File: config.mk
export PLATFORM = sky130hd
export DESIGN_NAME = crf_row_fetch
export DESIGN_NICKNAME = d
export VERILOG_FILES = /design/src/rtl/crf_pkg.sv /design/src/rtl/crf_src_select.sv /design/src/rtl/crf_pattern_ram.sv /design/src/rtl/crf_rom_stub.sv /design/src/rtl/crf_row_fetch.sv
export SDC_FILE = /design/constraint.sdc
export NUM_CORES = 1
export LEC_CHECK = 0
export ABC_AREA = 1
export BUFFER_PORTS_ARGS = -buffer_cell sky130_fd_sc_hd__buf_2
export CELL_PAD_IN_SITES_DETAIL_PLACEMENT = 0
export CELL_PAD_IN_SITES_GLOBAL_PLACEMENT = 1
export CORE_UTILIZATION = 50
export DETAILED_ROUTE_END_ITERATION = 8
export GPL_TIMING_DRIVEN = 0
export MAX_ROUTING_LAYER = met4
export PLACE_DENSITY = 0.81
export SYNTH_ARGS = -nofsm -noshare
export SYNTH_HDL_FRONTEND = slang
export SYNTH_HIERARCHICAL = 1
export SYNTH_SLANG_ARGS = --single-unit
File: constraint.sdc
create_clock -name clk -period 2.4 [get_ports clk]
set_clock_uncertainty 0.1 [all_clocks]
set_input_delay 0.72 -clock clk [delete_from_list [all_inputs] [get_ports clk]]
set_output_delay 0.72 -clock clk [all_outputs]
set_load 0.01 [all_outputs]
File: src/rtl/crf_pkg.sv
package crf_pkg;

   typedef enum logic {SRC_ROM = 1'b0, SRC_RAM = 1'b1} crf_src_e;

   // Placeholder fixed-table content, used when no table is supplied
   function automatic int stub_row(input int idx, input int row);
      return idx * 5 + row * 3 + 1;
   endfunction

endpackage

File: src/rtl/crf_src_select.sv
module crf_src_select #(
   parameter int CODE_W    = 8,
   parameter int SEL_LSB   = 4,
   parameter int UPAT_W    = 2,
   parameter int ROM_IDX_W = 4
) (
   input  logic [CODE_W-1:0]    code_i,
   output crf_pkg::crf_src_e    src_o,
   output logic [UPAT_W-1:0]    pat_o,
   output logic [ROM_IDX_W-1:0] rom_idx_o
);
   if (SEL_LSB >= CODE_W) begin : g_bad_sel
      $error("SEL_LSB must be below CODE_W");
   end
   if (UPAT_W > SEL_LSB) begin : g_bad_pat
      $error("UPAT_W must fit below SEL_LSB");
   end

   always_comb begin
      src_o     = (code_i[CODE_W-1:SEL_LSB] == '0) ? crf_pkg::SRC_RAM : crf_pkg::SRC_ROM;
      pat_o     = code_i[UPAT_W-1:0];
      rom_idx_o = code_i[ROM_IDX_W-1:0];
   end
endmodule

File: src/rtl/crf_pattern_ram.sv
module crf_pattern_ram #(
   parameter int UPAT_W = 2,
   parameter int ROW_W  = 3,
   parameter int PIX_W  = 5,
   parameter int DATA_W = 8
) (
   input  logic                    clk,
   input  logic                    rst_n,
   input  logic                    wr_en_i,
   input  logic [UPAT_W+ROW_W-1:0] wr_addr_i,
   input  logic [DATA_W-1:0]       wr_data_i,
   input  logic [UPAT_W+ROW_W-1:0] rd_addr_i,
   output logic [PIX_W-1:0]        rd_data_o
);
   localparam int DEPTH = 1 << (UPAT_W + ROW_W);

   if (DATA_W < PIX_W) begin : g_bad_data
      $error("DATA_W must cover PIX_W");
   end

   logic [PIX_W-1:0] mem [DEPTH];
   logic             live_q;

   always_ff @(posedge clk or negedge rst_n) begin
      if (!rst_n) begin
         for (int i = 0; i < DEPTH; i++) mem[i] <= '0;
         live_q <= 1'b0;
      end else begin
         live_q <= 1'b1;
         if (wr_en_i) mem[wr_addr_i] <= wr_data_i[PIX_W-1:0];
      end
   end

   assign rd_data_o = mem[rd_addr_i];

   // a completed write is visible on the read port at that address
   a_r6_write_visible: assert property (@(posedge clk) disable iff (!rst_n)
      (live_q && $past(wr_en_i) && rd_addr_i == $past(wr_addr_i))
         |-> rd_data_o == $past(wr_data_i[PIX_W-1:0]));
endmodule

File: src/rtl/crf_rom_stub.sv
module crf_rom_stub #(
   parameter int ROM_IDX_W = 4,
   parameter int ROW_W     = 3,
   parameter int PIX_W     = 5,
   parameter int ROM_MODE  = 0,
   parameter logic [(1<<ROM_IDX_W)*(1<<ROW_W)*PIX_W-1:0] ROM_TBL = '0
) (
   input  logic [ROM_IDX_W-1:0] idx_i,
   input  logic [ROW_W-1:0]     row_i,
   output logic [PIX_W-1:0]     row_o
);
   localparam int ROWS = 1 << ROW_W;

   if (ROM_MODE == 0) begin : g_computed
      always_comb row_o = PIX_W'(crf_pkg::stub_row(int'(idx_i), int'(row_i)));
   end else if (ROM_MODE == 1) begin : g_table
      always_comb row_o = ROM_TBL[(int'(idx_i) * ROWS + int'(row_i)) * PIX_W +: PIX_W];
   end else begin : g_bad_mode
      $error("ROM_MODE must be 0 or 1");
   end
endmodule

File: src/rtl/crf_row_fetch.sv
module crf_row_fetch #(
   parameter int CODE_W    = 8,
   parameter int SEL_LSB   = 4,
   parameter int ROW_W     = 3,
   parameter int PIX_W     = 5,
   parameter int DATA_W    = 8,
   parameter int UPAT_W    = 2,
   parameter int ROM_IDX_W = 4,
   parameter int ROM_MODE  = 0,
   parameter logic [(1<<ROM_IDX_W)*(1<<ROW_W)*PIX_W-1:0] ROM_TBL = '0
) (
   input  logic                    clk,
   input  logic                    rst_n,
   input  logic [CODE_W-1:0]       code_i,
   input  logic [ROW_W-1:0]        row_i,
   input  logic                    cursor_i,
   input  logic                    wr_en_i,
   input  logic [UPAT_W+ROW_W-1:0] wr_addr_i,
   input  logic [DATA_W-1:0]       wr_data_i,
   output logic [PIX_W-1:0]        pix_o
);
   localparam int WA_W = UPAT_W + ROW_W;
   localparam logic [ROW_W-1:0] CURSOR_ROW = ROW_W'((1 << ROW_W) - 1);

   if (ROM_IDX_W > CODE_W) begin : g_bad_rom
      $error("ROM_IDX_W must not exceed CODE_W");
   end

   crf_pkg::crf_src_e    src;
   logic [UPAT_W-1:0]    pat;
   logic [ROM_IDX_W-1:0] rom_idx;
   logic [PIX_W-1:0]     ram_row, rom_row, row_next;
   logic                 live_q;

   crf_src_select #(.CODE_W(CODE_W), .SEL_LSB(SEL_LSB), .UPAT_W(UPAT_W),
                    .ROM_IDX_W(ROM_IDX_W)) u_sel (
      .code_i(code_i), .src_o(src), .pat_o(pat), .rom_idx_o(rom_idx));

   crf_pattern_ram #(.UPAT_W(UPAT_W), .ROW_W(ROW_W), .PIX_W(PIX_W),
                     .DATA_W(DATA_W)) u_ram (
      .clk(clk), .rst_n(rst_n), .wr_en_i(wr_en_i), .wr_addr_i(wr_addr_i),
      .wr_data_i(wr_data_i), .rd_addr_i(WA_W'({pat, row_i})), .rd_data_o(ram_row));

   crf_rom_stub #(.ROM_IDX_W(ROM_IDX_W), .ROW_W(ROW_W), .PIX_W(PIX_W),
                  .ROM_MODE(ROM_MODE), .ROM_TBL(ROM_TBL)) u_rom (
      .idx_i(rom_idx), .row_i(row_i), .row_o(rom_row));

   always_comb begin
      row_next = (src == crf_pkg::SRC_RAM) ? ram_row : rom_row;
      if (cursor_i && row_i == CURSOR_ROW) row_next = row_next | {PIX_W{1'b1}};
   end

   always_ff @(posedge clk or negedge rst_n) begin
      if (!rst_n) begin
         pix_o  <= '0;
         live_q <= 1'b0;
      end else begin
         pix_o  <= row_next;
         live_q <= 1'b1;
      end
   end

   // cursor on the last row lights every pixel
   a_r7_cursor_full: assert property (@(posedge clk) disable iff (!rst_n)
      (live_q && $past(cursor_i) && $past(row_i) == CURSOR_ROW) |-> pix_o == {PIX_W{1'b1}});
   // user codes off the cursor row take the user store row
   a_r3_ram_source: assert property (@(posedge clk) disable iff (!rst_n)
      (live_q && $past(code_i[CODE_W-1:SEL_LSB]) == '0 && $past(row_i) != CURSOR_ROW)
         |-> pix_o == $past(ram_row));
   // other codes off the cursor row take the fixed table row
   a_r5_rom_source: assert property (@(posedge clk) disable iff (!rst_n)
      (live_q && $past(code_i[CODE_W-1:SEL_LSB]) != '0 && $past(row_i) != CURSOR_ROW)
         |-> pix_o == $past(rom_row));
   // output only moves at a clock edge after reset
   a_r2_hold: assert property (@(posedge clk) disable iff (!rst_n)
      (live_q && $stable(code_i) && $stable(row_i) && $stable(cursor_i) && !$past(wr_en_i))
         |=> $stable(pix_o) || !$stable(code_i) || !$stable(row_i) || !$stable(cursor_i)
             || $past(wr_en_i));
endmodule

Word-level counts from Yosys, hierarchy flattened
Cells that the tools add are included.
{"block": "word_totals", "ff_bits": 165, "latchBits": 0, "ramBits": 0, "mem_bits_ro": 0, "inputBits": 28, "output_inout_bits": 5, "mem_count": 0}
{"block": "classes", "n_addsub": 2, "n_mul": 2, "n_div": 0, "order_cmp": 3, "eq_ne": 1, "shifts": 0, "mux": 9, "n_bitwise": 2, "reduce_logical": 3}
{"operator": "160-bit bitwise mux", "count": 1}
{"operator": "5-bit binary-select mux with 5-bit select", "count": 1}
{"operator": "5-bit demux with 5-bit select", "count": 1}
{"operator": "5-bit two-way mux", "count": 5}
{"operator": "6-bit greater-or-equal comparator (second input constant)", "count": 2}
{"operator": "5-bit inverter with 6-bit output", "count": 2}
{"operator": "6-bit by 1-bit less-than comparator with 1-bit output (second input constant)", "count": 1}
{"operator": "5-bit by 2-bit adder with 5-bit output (second input constant)", "count": 1}
{"operator": "5-bit adder", "count": 1}
{"operator": "3-bit by 2-bit multiplier with 5-bit output (second input constant)", "count": 1}
{"operator": "4-bit by 3-bit multiplier with 5-bit output (second input constant)", "count": 1}
{"operator": "4-bit logical NOT", "count": 1}
{"operator": "3-bit equality test (second input constant)", "count": 1}
{"operator": "1-bit logical AND", "count": 2}
{"operator": "1-bit two-way mux", "count": 1}

Logic depth before layout (Yosys ltp)
Gate-level depths: netlist of run 1.
{"block": "depth", "depth_word": 6, "mapped_depth": 15}

Hierarchy
The synthesis of run 1 kept the hierarchy.
{"mod": "crf_pattern_ram", "n_inst": 1, "cells_per_inst": 936, "area_each_um2": 7472.2, "seq_area_each_um2": 4003.8}
{"mod": "crf_rom_stub", "n_inst": 1, "cells_per_inst": 48, "area_each_um2": 327.8, "seq_area_each_um2": 0.0}
{"mod": "crf_row_fetch", "n_inst": 1, "cells_per_inst": 41, "area_each_um2": 260.2, "seq_area_each_um2": 125.1}
{"mod": "crf_src_select", "n_inst": 1, "cells_per_inst": 13, "area_each_um2": 71.3, "seq_area_each_um2": 0.0}

Worst setup path after synthesis of run 1
OpenSTA, ideal clock, no wires.
{"block": "synth_timing", "kind": "input-to-reg", "from": "input code_i[0]", "to": "register pix_o[4]", "setup_ns": 0.123, "arrival_ns": 2.740, "required_time_ns": 2.177, "slack_ns": -0.563, "path_stages": 13, "cell_sequence": "buf_4 fa_1 ha_1 fa_1 ha_1 a21oi_1 nand2_1 nand3_1 nand2_1 inv_1 nand2_1 nand2_1 nand2_1"}
{"item": "from (decl)", "line": "crf_row_fetch.sv:14", "rtl": "input logic [CODE_W-1:0] code_i,"}
{"item": "4-bit by 3-bit multiplier with 5-bit output", "line": "crf_pkg.sv:7", "rtl": "return idx * 5 + row * 3 + 1;"}
{"item": "5-bit adder", "line": "crf_pkg.sv:7"}
{"item": "5-bit by 2-bit adder with 5-bit output", "line": "crf_pkg.sv:7"}
{"item": "net rom_row[4]", "line": "crf_row_fetch.sv:32", "rtl": "logic [PIX_W-1:0] ram_row, rom_row, row_next;"}
{"item": "5-bit two-way mux", "line": "crf_row_fetch.sv:49", "rtl": "row_next = (src == crf_pkg::SRC_RAM) ? ram_row : rom_row;"}
{"item": "5-bit two-way mux", "line": "crf_row_fetch.sv:50", "rtl": "if (cursor_i && row_i == CURSOR_ROW) row_next = row_next | {PIX_W{1'b1}};"}
{"item": "net row_next[4]", "line": "crf_row_fetch.sv:32"}
{"item": "to (signal assigned)", "line": "crf_row_fetch.sv:58", "rtl": "pix_o <= row_next;"}
{"item": "to (decl)", "line": "crf_row_fetch.sv:20", "rtl": "output logic [PIX_W-1:0] pix_o"}
The timed path passes the listed nets, and every way through them passes these cells. The select of a mux whose other input is x is not followed.
A chain may end at the register's enable or synchronous reset.

Worst setup path in the final report of run 1
Same ends and word-level chain as after synthesis.

==> results.md, run 1 <==
* Startpoint type of the worst setup path: input pin
* Post-CTS Hold Fix Bufs at 0
* Warnings, synthesis at 6
* Total count of max-transition violations in the final report at 0
* Non-filler cells in the finished layout at around 1.3k
* Share of the cycle needed by the critical path after routing at 1.06
* Final setup slack of the worst path at -0.136 ns
* Number of nets at the end of the flow at ~1.1k
* Post-layout power at 0.00793 W
* DIE AREA at around 17000 um2
* Hold WS at approximately 0.15 ns
* Worst voltage drop across the vdd grid at just over 600 uV
* Worst hold path class: in -> async
* Post-detailed-route DRC marker count at 0
* Largest net degree at the start of global routing at between 90 and 100
* FILL cells at about 1.5k
* 1st-iter DRT viols at between 600 and 700
* Unrepaired setup endpoints after global routing: yes
* Width of the die at between 100 and 150 um
* Headroom to the max-slew limit at 0.206
* Number of maximum-capacitance constraint violations at 0
* Crit end category: flip-flop
* Via density per instance at 5.34
* Minimum period implied by the final worst setup slack at between 2 and 3 ns
* Count of antenna diodes in the layout at 0
* Number of global-route vias before repair at between 6k and 7k
* Number of CTS-inserted buffers at 17
* Distinct cell type count after synthesis at 23
* Hold violation count in the final report at 0
* Layout-stage area growth over the synthesis result at 14.6%
* Number of sinks handled by clock tree synthesis at 165
* Antenna violations before repair at 0
* H-tree levels at 4
* Worst Max-Slew Pin Slew at about 1.2 ns
* Critical path data required time at between 2 and 3 ns
* Global-route wire length before repair at ~37000 um
* Worst setup path class: in -> reg
* Core area at around 16000 um2
* Post-detailed-route count of antenna-violating nets at 0
* Count of endpoints failing setup in the final report at 3
* Summed area of non-filler cells in the final layout at ~9300 um2
* Mean area per synthesized cell at slightly below 8 um2
* Global-route total usage across every layer at 0.312
* Height of the die at 130 um
* Layout cells sized above 1 at 0.134
* Maximum fanout along the worst path at 3
* Routed wire length at 23400 um
* Cells after Synth at between 1k and 1.5k
* Post-DR wirelength/cell at roughly 18 um
* Synthesized cell area at a little over 8000 um2
* Sequential share of the synthesized area at 0.508
* Placed Instances at 1280
* CTS root buf: sky130_fd_sc_hd__clkbuf_16
* Run status: finished, violations left
* Post-placement cell area at between 8000 and 9000 um2
* Total via count after detailed routing at 7023
* Iteration count of the initial detailed-routing pass at 5
* Number of placement rows at 46
* Seq cells post-synth at ~170
* Violated checks: setup timing
* PortBufs at 25
* Buffer levels on the longest clock path at 2
* Critical path data arrival time at approximately 2.8 ns
* Fin Setup TNS at -0.223 ns
* Register-to-Register Setup Slack at about 0.8 ns
* Clock Latency Late Sink at around 0.43 ns
* TritonCTS clock tree: done
* Hpwl dp at 16100 um
* Power per cell area at ~850 nW/um2
* Initial Utilization at 0.512
* Post-synthesis net count at about 1.1k
* Top-Level Pins at 33
* Clock Pin Slew Worst Setup and Hold Paths at 0.07 ns
* Residual overflow from global routing at 0
* Final Wtd Congestion at 0.835
* Max frequency at roughly 400 MHz
* Static leakage at between 4 and 5 nW
[metal layers]
| metal | global-route usage | wire length [um] | vias to the layer above |
|---|---|---|---|
| li1 | - | - | 3449 |
| met1 | 0.427 | 10700 | 3311 |
| met2 | 0.470 | 10600 | 229 |
| met3 | 0.0566 | 1510 | 34 |
| met4 | 0.102 | 557 | 0 |
| met5 | - | 0 | - |
[cell type report]
type                       count  area [um2]  area share
inverter                      50         188      0.0201
clock inverter                15         188      0.0201
tap                          216         270      0.0290
sequential                   165        4130       0.443
buffer                        52         250      0.0269
multi-input combinational    771        3670       0.394
timing repair buffer          28         190      0.0204
clock buffer                  17         425      0.0457
[cell usage in the layout, fill, tap and decap left out, types with 2 or more instances in the layout]
cell type | netlist | routed
sky130_fd_sc_hd__xnor2_1 | 3 | 2
sky130_fd_sc_hd__fa_2 | 0 | 2
sky130_fd_sc_hd__buf_6 | 0 | 2
sky130_fd_sc_hd__nor3_4 | 3 | 3
sky130_fd_sc_hd__inv_1 | 40 | 37
sky130_fd_sc_hd__inv_2 | 9 | 12
sky130_fd_sc_hd__ha_1 | 9 | 5
sky130_fd_sc_hd__nor2_1 | 30 | 30
sky130_fd_sc_hd__dfrtp_1 | 165 | 165
sky130_fd_sc_hd__o21ai_0 | 128 | 128
sky130_fd_sc_hd__nor3_2 | 8 | 8
sky130_fd_sc_hd__bufinv_16 | 0 | 2
sky130_fd_sc_hd__ha_4 | 0 | 4
sky130_fd_sc_hd__nand3_1 | 122 | 120
sky130_fd_sc_hd__buf_2 | 1 | 22
sky130_fd_sc_hd__nand2_1 | 401 | 400
sky130_fd_sc_hd__clkbuf_1 | 43 | 27
sky130_fd_sc_hd__a21oi_1 | 26 | 25
sky130_fd_sc_hd__clkinv_2 | 0 | 2
sky130_fd_sc_hd__clkbuf_16 | 0 | 17
sky130_fd_sc_hd__buf_8 | 0 | 2
sky130_fd_sc_hd__nand3_2 | 0 | 2
sky130_fd_sc_hd__inv_6 | 0 | 3
sky130_fd_sc_hd__inv_8 | 0 | 6
sky130_fd_sc_hd__clkbuf_2 | 0 | 17
sky130_fd_sc_hd__buf_4 | 6 | 7
sky130_fd_sc_hd__o21ai_1 | 8 | 8
sky130_fd_sc_hd__nand2_2 | 24 | 25
sky130_fd_sc_hd__nor2_4 | 3 | 3
sky130_fd_sc_hd__nor2_8 | 2 | 2
[worst max-delay path, stage by stage]
cell                      delay [ns]
sky130_fd_sc_hd__buf_8          0.10
sky130_fd_sc_hd__fa_2           0.40
sky130_fd_sc_hd__ha_4           0.23
sky130_fd_sc_hd__fa_1           0.52
sky130_fd_sc_hd__ha_4           0.31
sky130_fd_sc_hd__nand3_2        0.07
sky130_fd_sc_hd__nand2_2        0.08
sky130_fd_sc_hd__inv_1          0.04
sky130_fd_sc_hd__nand2_1        0.05
sky130_fd_sc_hd__nand2_1        0.05
sky130_fd_sc_hd__inv_1          0.04
sky130_fd_sc_hd__nand2_1        0.04
sky130_fd_sc_hd__nand2_1        0.05
sky130_fd_sc_hd__nand2_1        0.05
[cell families after synthesis]
| logic type | after synthesis | synth area share |
|---|---|---|
| AND/OR/NAND/NOR | 594 | 0.318 |
| flip-flops | 165 | 0.508 |
| AO/OA/AOI/OAI | 162 | 0.0997 |
| buffers and inverters | 102 | 0.0500 |
| adder cells (fa/ha/maj) | 12 | 0.0212 |
| XOR/XNOR | 3 | 0.00323 |
[power breakdown]
group	switching [W]	internal, W
combinational	0.000877	0.000578
sequential	0.000291	0.00333
clock	0.00127	0.00159
total	0.00243	0.00550
[cells in the mapped netlist]
cell type,instances,share of area
sky130_fd_sc_hd__nor3_1,1,0.00061
sky130_fd_sc_hd__clkbuf_1,43,0.020
sky130_fd_sc_hd__clkinv_1,1,0.00046
sky130_fd_sc_hd__nor2_8,2,0.0049
sky130_fd_sc_hd__a21oi_1,26,0.016
sky130_fd_sc_hd__inv_1,40,0.018
sky130_fd_sc_hd__o21ai_1,8,0.0049
sky130_fd_sc_hd__dfrtp_1,165,0.51
sky130_fd_sc_hd__nand3_1,122,0.075
sky130_fd_sc_hd__nand2_1,401,0.19
sky130_fd_sc_hd__nand2_2,24,0.018
sky130_fd_sc_hd__inv_2,9,0.0042
sky130_fd_sc_hd__buf_1,2,0.00092
sky130_fd_sc_hd__xnor2_1,3,0.0032
sky130_fd_sc_hd__nor2_1,30,0.014
sky130_fd_sc_hd__nor3_2,8,0.0098
sky130_fd_sc_hd__fa_1,3,0.0074
sky130_fd_sc_hd__buf_2,1,0.00061
sky130_fd_sc_hd__o21ai_0,128,0.079
sky130_fd_sc_hd__buf_4,6,0.0055
sky130_fd_sc_hd__nor2_4,3,0.0042
sky130_fd_sc_hd__ha_1,9,0.014
sky130_fd_sc_hd__nor3_4,3,0.0060
[stage by stage]
| stage | setup WS, ns | util |
|---|---|---|
| global placement | -2.11 | 0.541 |
| CTS | -0.120 | 0.585 |
| detailed placement | -0.713 | 0.543 |
| global route | -0.254 | 0.586 |
| floorplan | -0.474 | - |
| finish | -0.136 | 0.586 |
[final timing paths]
| path | endpoint | depth (start not counted) | startpoint |
|---|---|---|---|
| hold / removal | u_ram/mem[105] | 1 | rst_n |
| max in group asynchronous | u_ram/mem[16] | 2 | rst_n |
| setup / recovery | pix_o[4] | 14 | code_i[0] |
| min in group clk | u_ram/mem[74] | 2 | u_ram/mem[74] |
| setup reg to reg | pix_o[4] | 12 | u_ram/mem[124] |
| hold reg to reg | u_ram/mem[74] | 2 | u_ram/mem[74] |
[state kept, by name, summed over array words and instances, names as in the netlist]
signal and cells:
pix_o 5, u_ram/mem 160
[what timing repair did]
| item | 4_1_cts | 5_1_grt |
|---|---|---|
| endpoints found under the setup margin | 5 | 5 |
| gates resized for setup | 10 | 31 |
| buffers inserted | 2 | 0 |
| pin swaps | 7 | 3 |
No activity file was read; power rests on OpenSTA's default activity.
==> run 2: changes to the inputs <==
--- a/config.mk
+++ b/config.mk
@@ -9,6 +9,7 @@
 export BUFFER_PORTS_ARGS = -buffer_cell sky130_fd_sc_hd__buf_2
 export CELL_PAD_IN_SITES_DETAIL_PLACEMENT = 0
 export CELL_PAD_IN_SITES_GLOBAL_PLACEMENT = 1
+export CORE_MARGIN = 2
 export CORE_UTILIZATION = 50
 export DETAILED_ROUTE_END_ITERATION = 8
 export GPL_TIMING_DRIVEN = 0
==> constraint.sdc (replaced) <==
create_clock -name clk -period 2.4 [get_ports clk]
set_clock_uncertainty 0.1 [all_clocks]
set_input_delay 0.12 -clock clk [delete_from_list [all_inputs] [get_ports clk]]
set_output_delay 0.12 -clock clk [all_outputs]
set_load 0.01 [all_outputs]
==> results.md, run 2 (synthesis results as in run 1) <==
* Static leakage at 4.47 nW (was 4.52 nW)
* Initial Utilization at 0.512 (unchanged)
* Global-route wire length before repair at 37400 um (was 36800 um)
* Critical path data arrival time at 2.35 ns (was 2.75 ns)
* Register name with the most flops: u_ram/mem (unchanged)
* Post-DR wirelength/cell at 17.9 um (was 17.8 um)
* Share of the cycle needed by the critical path after routing at 0.897 (was 1.06)
* Clock Pin Slew Worst Setup and Hold Paths at 0.06 ns (was 0.07 ns)
* Non-filler cells in the finished layout at 1319 (was 1314)
* Global-route total usage across every layer at 0.293 (was 0.312)
* PortBufs at 25 (unchanged)
* Buffer levels on the longest clock path at 2 (unchanged)
* Most frequent standard cell in the layout excluding fill and tap cells: sky130_fd_sc_hd__nand2_1 (unchanged)
* Placed Instances at 1280 (unchanged)
* Post-detailed-route DRC marker count at 0 (unchanged)
* Post-layout util at 0.582 (was 0.586)
* Post-detailed-route count of antenna-violating nets at 0 (unchanged)
* Worst hold path endpoint: pix_o[0]
* Routed wire length at 23600 um (was 23400 um)
* Worst Max-Slew Pin Slew at 1.16 ns (was 1.19 ns)
* Power per cell area at 846 nW/um2 (was 851 nW/um2)
* Leading registers by flop count: u_ram/mem x160, pix_o x5 (unchanged)
* Clock Latency Late Sink at 0.43 ns (about the same)
* Slowest library cell on the worst path: sky130_fd_sc_hd__fa_1 (unchanged)
* List of cells traversed by the critical path: buf_2 > fa_1 > ha_1 > fa_1 > ha_1 > a21oi_1 > nand2_1 > nand3_1 > nand2_1 > inv_1 > nand2_1 > nand2_1 > nand2_1 (was buf_8 > fa_2 > ha_4 > fa_1 > ha_4 > nand3_2 > nand2_2 > inv_1 > nand2_1 > nand2_1 > inv_1 > nand2_1 > nand2_1 > nand2_1)
* Number of maximum-capacitance constraint violations at 0 (unchanged)
* Residual overflow from global routing at 0 (unchanged)
* Hpwl dp at 16000 um (was 16100 um)
* Worst hold path class: in -> reg (was in -> async)
* Worst voltage drop across the vdd grid at 571 uV (was 612 uV)
* Startpoint of the worst-slack reg-to-reg timing path: u_ram/mem[134] (was u_ram/mem[124])
* Total count of max-transition violations in the final report at 0 (unchanged)
* Max frequency at 465 MHz (was 394 MHz)
* Iteration count of the initial detailed-routing pass at 5 (unchanged)
* Height of the die at 132 um (was 130 um)
* CTS root buf: sky130_fd_sc_hd__clkbuf_16 (unchanged)
* Layout-stage area growth over the synthesis result at 13.6% (was 14.6%)
* H-tree levels at 4 (unchanged)
* Largest net degree at the start of global routing at 88 (was 94)
* Startpoint type of the worst setup path: input pin (unchanged)
* Flip-flop count of the largest register after layout at 160 (unchanged)
* Hold violation count in the final report at 0 (unchanged)
* Most used cells in the layout excluding fill and tap cells: sky130_fd_sc_hd__nand2_1 (401), sky130_fd_sc_hd__dfrtp_1 (165), sky130_fd_sc_hd__o21ai_0 (128), sky130_fd_sc_hd__nand3_1 (122), sky130_fd_sc_hd__clkbuf_1 (43) (was sky130_fd_sc_hd__nand2_1 (400), sky130_fd_sc_hd__dfrtp_1 (165), sky130_fd_sc_hd__o21ai_0 (128), sky130_fd_sc_hd__nand3_1 (120), sky130_fd_sc_hd__inv_1 (37))
* Hold path startpoint: code_i[0]
* Antenna violations before repair at 0 (unchanged)
* Number of global-route vias before repair at 6630 (was 6578)
* Count of endpoints failing setup in the final report at 0 (was 3)
* Final Wtd Congestion at 0.878 (was 0.835)
* 1st-iter DRT viols at 649 (was 631)
* Crit end category: flip-flop (unchanged)
* Layout cells sized above 1 at 0.103 (was 0.134)
* Run status: finished clean (was finished, violations left)
* Minimum period implied by the final worst setup slack at 2.15 ns (was 2.54 ns)
* Top-Level Pins at 33 (unchanged)
* Worst setup path class: in -> reg (unchanged)
* Width of the die at 132 um (was 130 um)
* Number of CTS-inserted buffers at 17 (unchanged)
* Number of post-CTS setup repair buffers at 0 (was 2)
* Register-to-Register Setup Slack at 0.82 ns (was 0.78 ns)
* TritonCTS clock tree: done (unchanged)
* Number of nets at the end of the flow at 1130 (was 1125)
* Via density per instance at 5.30 (was 5.34)
* DIE AREA at 17300 um2 (was 16800 um2)
* Count of antenna diodes in the layout at 0 (unchanged)
* Number of cells on the worst hold path at 6
* Busiest grt layer: met2 (unchanged)
* Headroom to the max-slew limit at 0.222 (was 0.206)
* Critical path data required time at 2.60 ns (was 2.61 ns)
* Reg-to-reg critical path endpoint: pix_o[4] (unchanged)
* Number of placement rows at 46 (unchanged)
* Total via count after detailed routing at 6991 (was 7023)
* Global Route met1 Usage at 0.407 (was 0.427)
* Maximum fanout along the worst path at 6 (was 3)
* Met2 usage at 0.447 (was 0.470)
* Unrepaired setup endpoints after global routing: no (was yes)
* Met3 GRT Util at 0.0482 (was 0.0566)
* Depth of the worst register-to-register path at 12 (unchanged)
* Number of gates given a new drive strength after cts at 0 (was 10)
* Core area at 15900 um2 (unchanged)
* Slowest cell delay on critical path at 0.45 ns (was 0.52 ns)
* Cell type with the highest occurrence count on the critical path: sky130_fd_sc_hd__nand2_1 (unchanged)
* Number of sinks handled by clock tree synthesis at 165 (unchanged)
-- run 2: area by class of cell --
cell class	count	area (um2)
inverters	50	188
fillers	1602	6650
plain buffers	52	219
clock buffers	18	439
well taps	216	270
repair buffers	33	233
clock inverters	14	165
multi-input cells	771	3600
flip-flops and latches	165	4130
-- run 2: report_power, final --
part | switching [W] | internal [W] | total, W
Combinational | 0.000856 | 0.000532 | 0.00139
Sequential | 0.000293 | 0.00333 | 0.00362
Clock | 0.00121 | 0.00159 | 0.00280
-- run 2: layer usage --
metal,up-vias,part of all wire
met3,35,0.052
met4,0,0.022
met1,3307,0.47
met5,-,0
met2,188,0.46
li1,3461,-
-- run 2: worst max path at each step --
stage	from	end
2_1_floorplan	code_i[0]	pix_o[4]
3_3_place_gp	rst_n	pix_o[4]
3_5_place_dp	row_i[1]	pix_o[4]
4_1_cts	row_i[1]	pix_o[4]
5_1_grt	row_i[1]	pix_o[4]
6_report	row_i[1]	pix_o[4]
-- run 2: timing repair --
item / 4_1_cts / 5_1_grt
setup endpoints to repair: 0 / 0
hold buffers: 7 / 0
endpoints found under the hold margin: 89 / 0
-- run 2: critical path: cells and delay by family --
kind,cells,cell delay (ns)
adder cells (fa/ha/maj),4,1.53
AND/OR/NAND/NOR,6,0.36
buffers and inverters,2,0.18
AO/OA/AOI/OAI,1,0.16
-- run 2: per-stage QoR --
stage / setup slack [ns] / total power, W / setup TNS (ns) / hold slack [ns] / instance area [um2]
2_1_floorplan: 0.0368 / 0.00456 / 0 / -0.276 / 8130
3_3_place_gp: -1.48 / 0.00498 / -243.16 / 0.357 / 8530
3_5_place_dp: -0.189 / 0.00503 / -0.189 / 0.0488 / 8560
4_1_cts: 0.250 / 0.00786 / 0 / 0.0165 / 9240
5_1_grt: 0.0843 / 0.00827 / 0 / 0.0300 / 9240
6_report: 0.248 / 0.00781 / 0 / 0.0256 / 9240
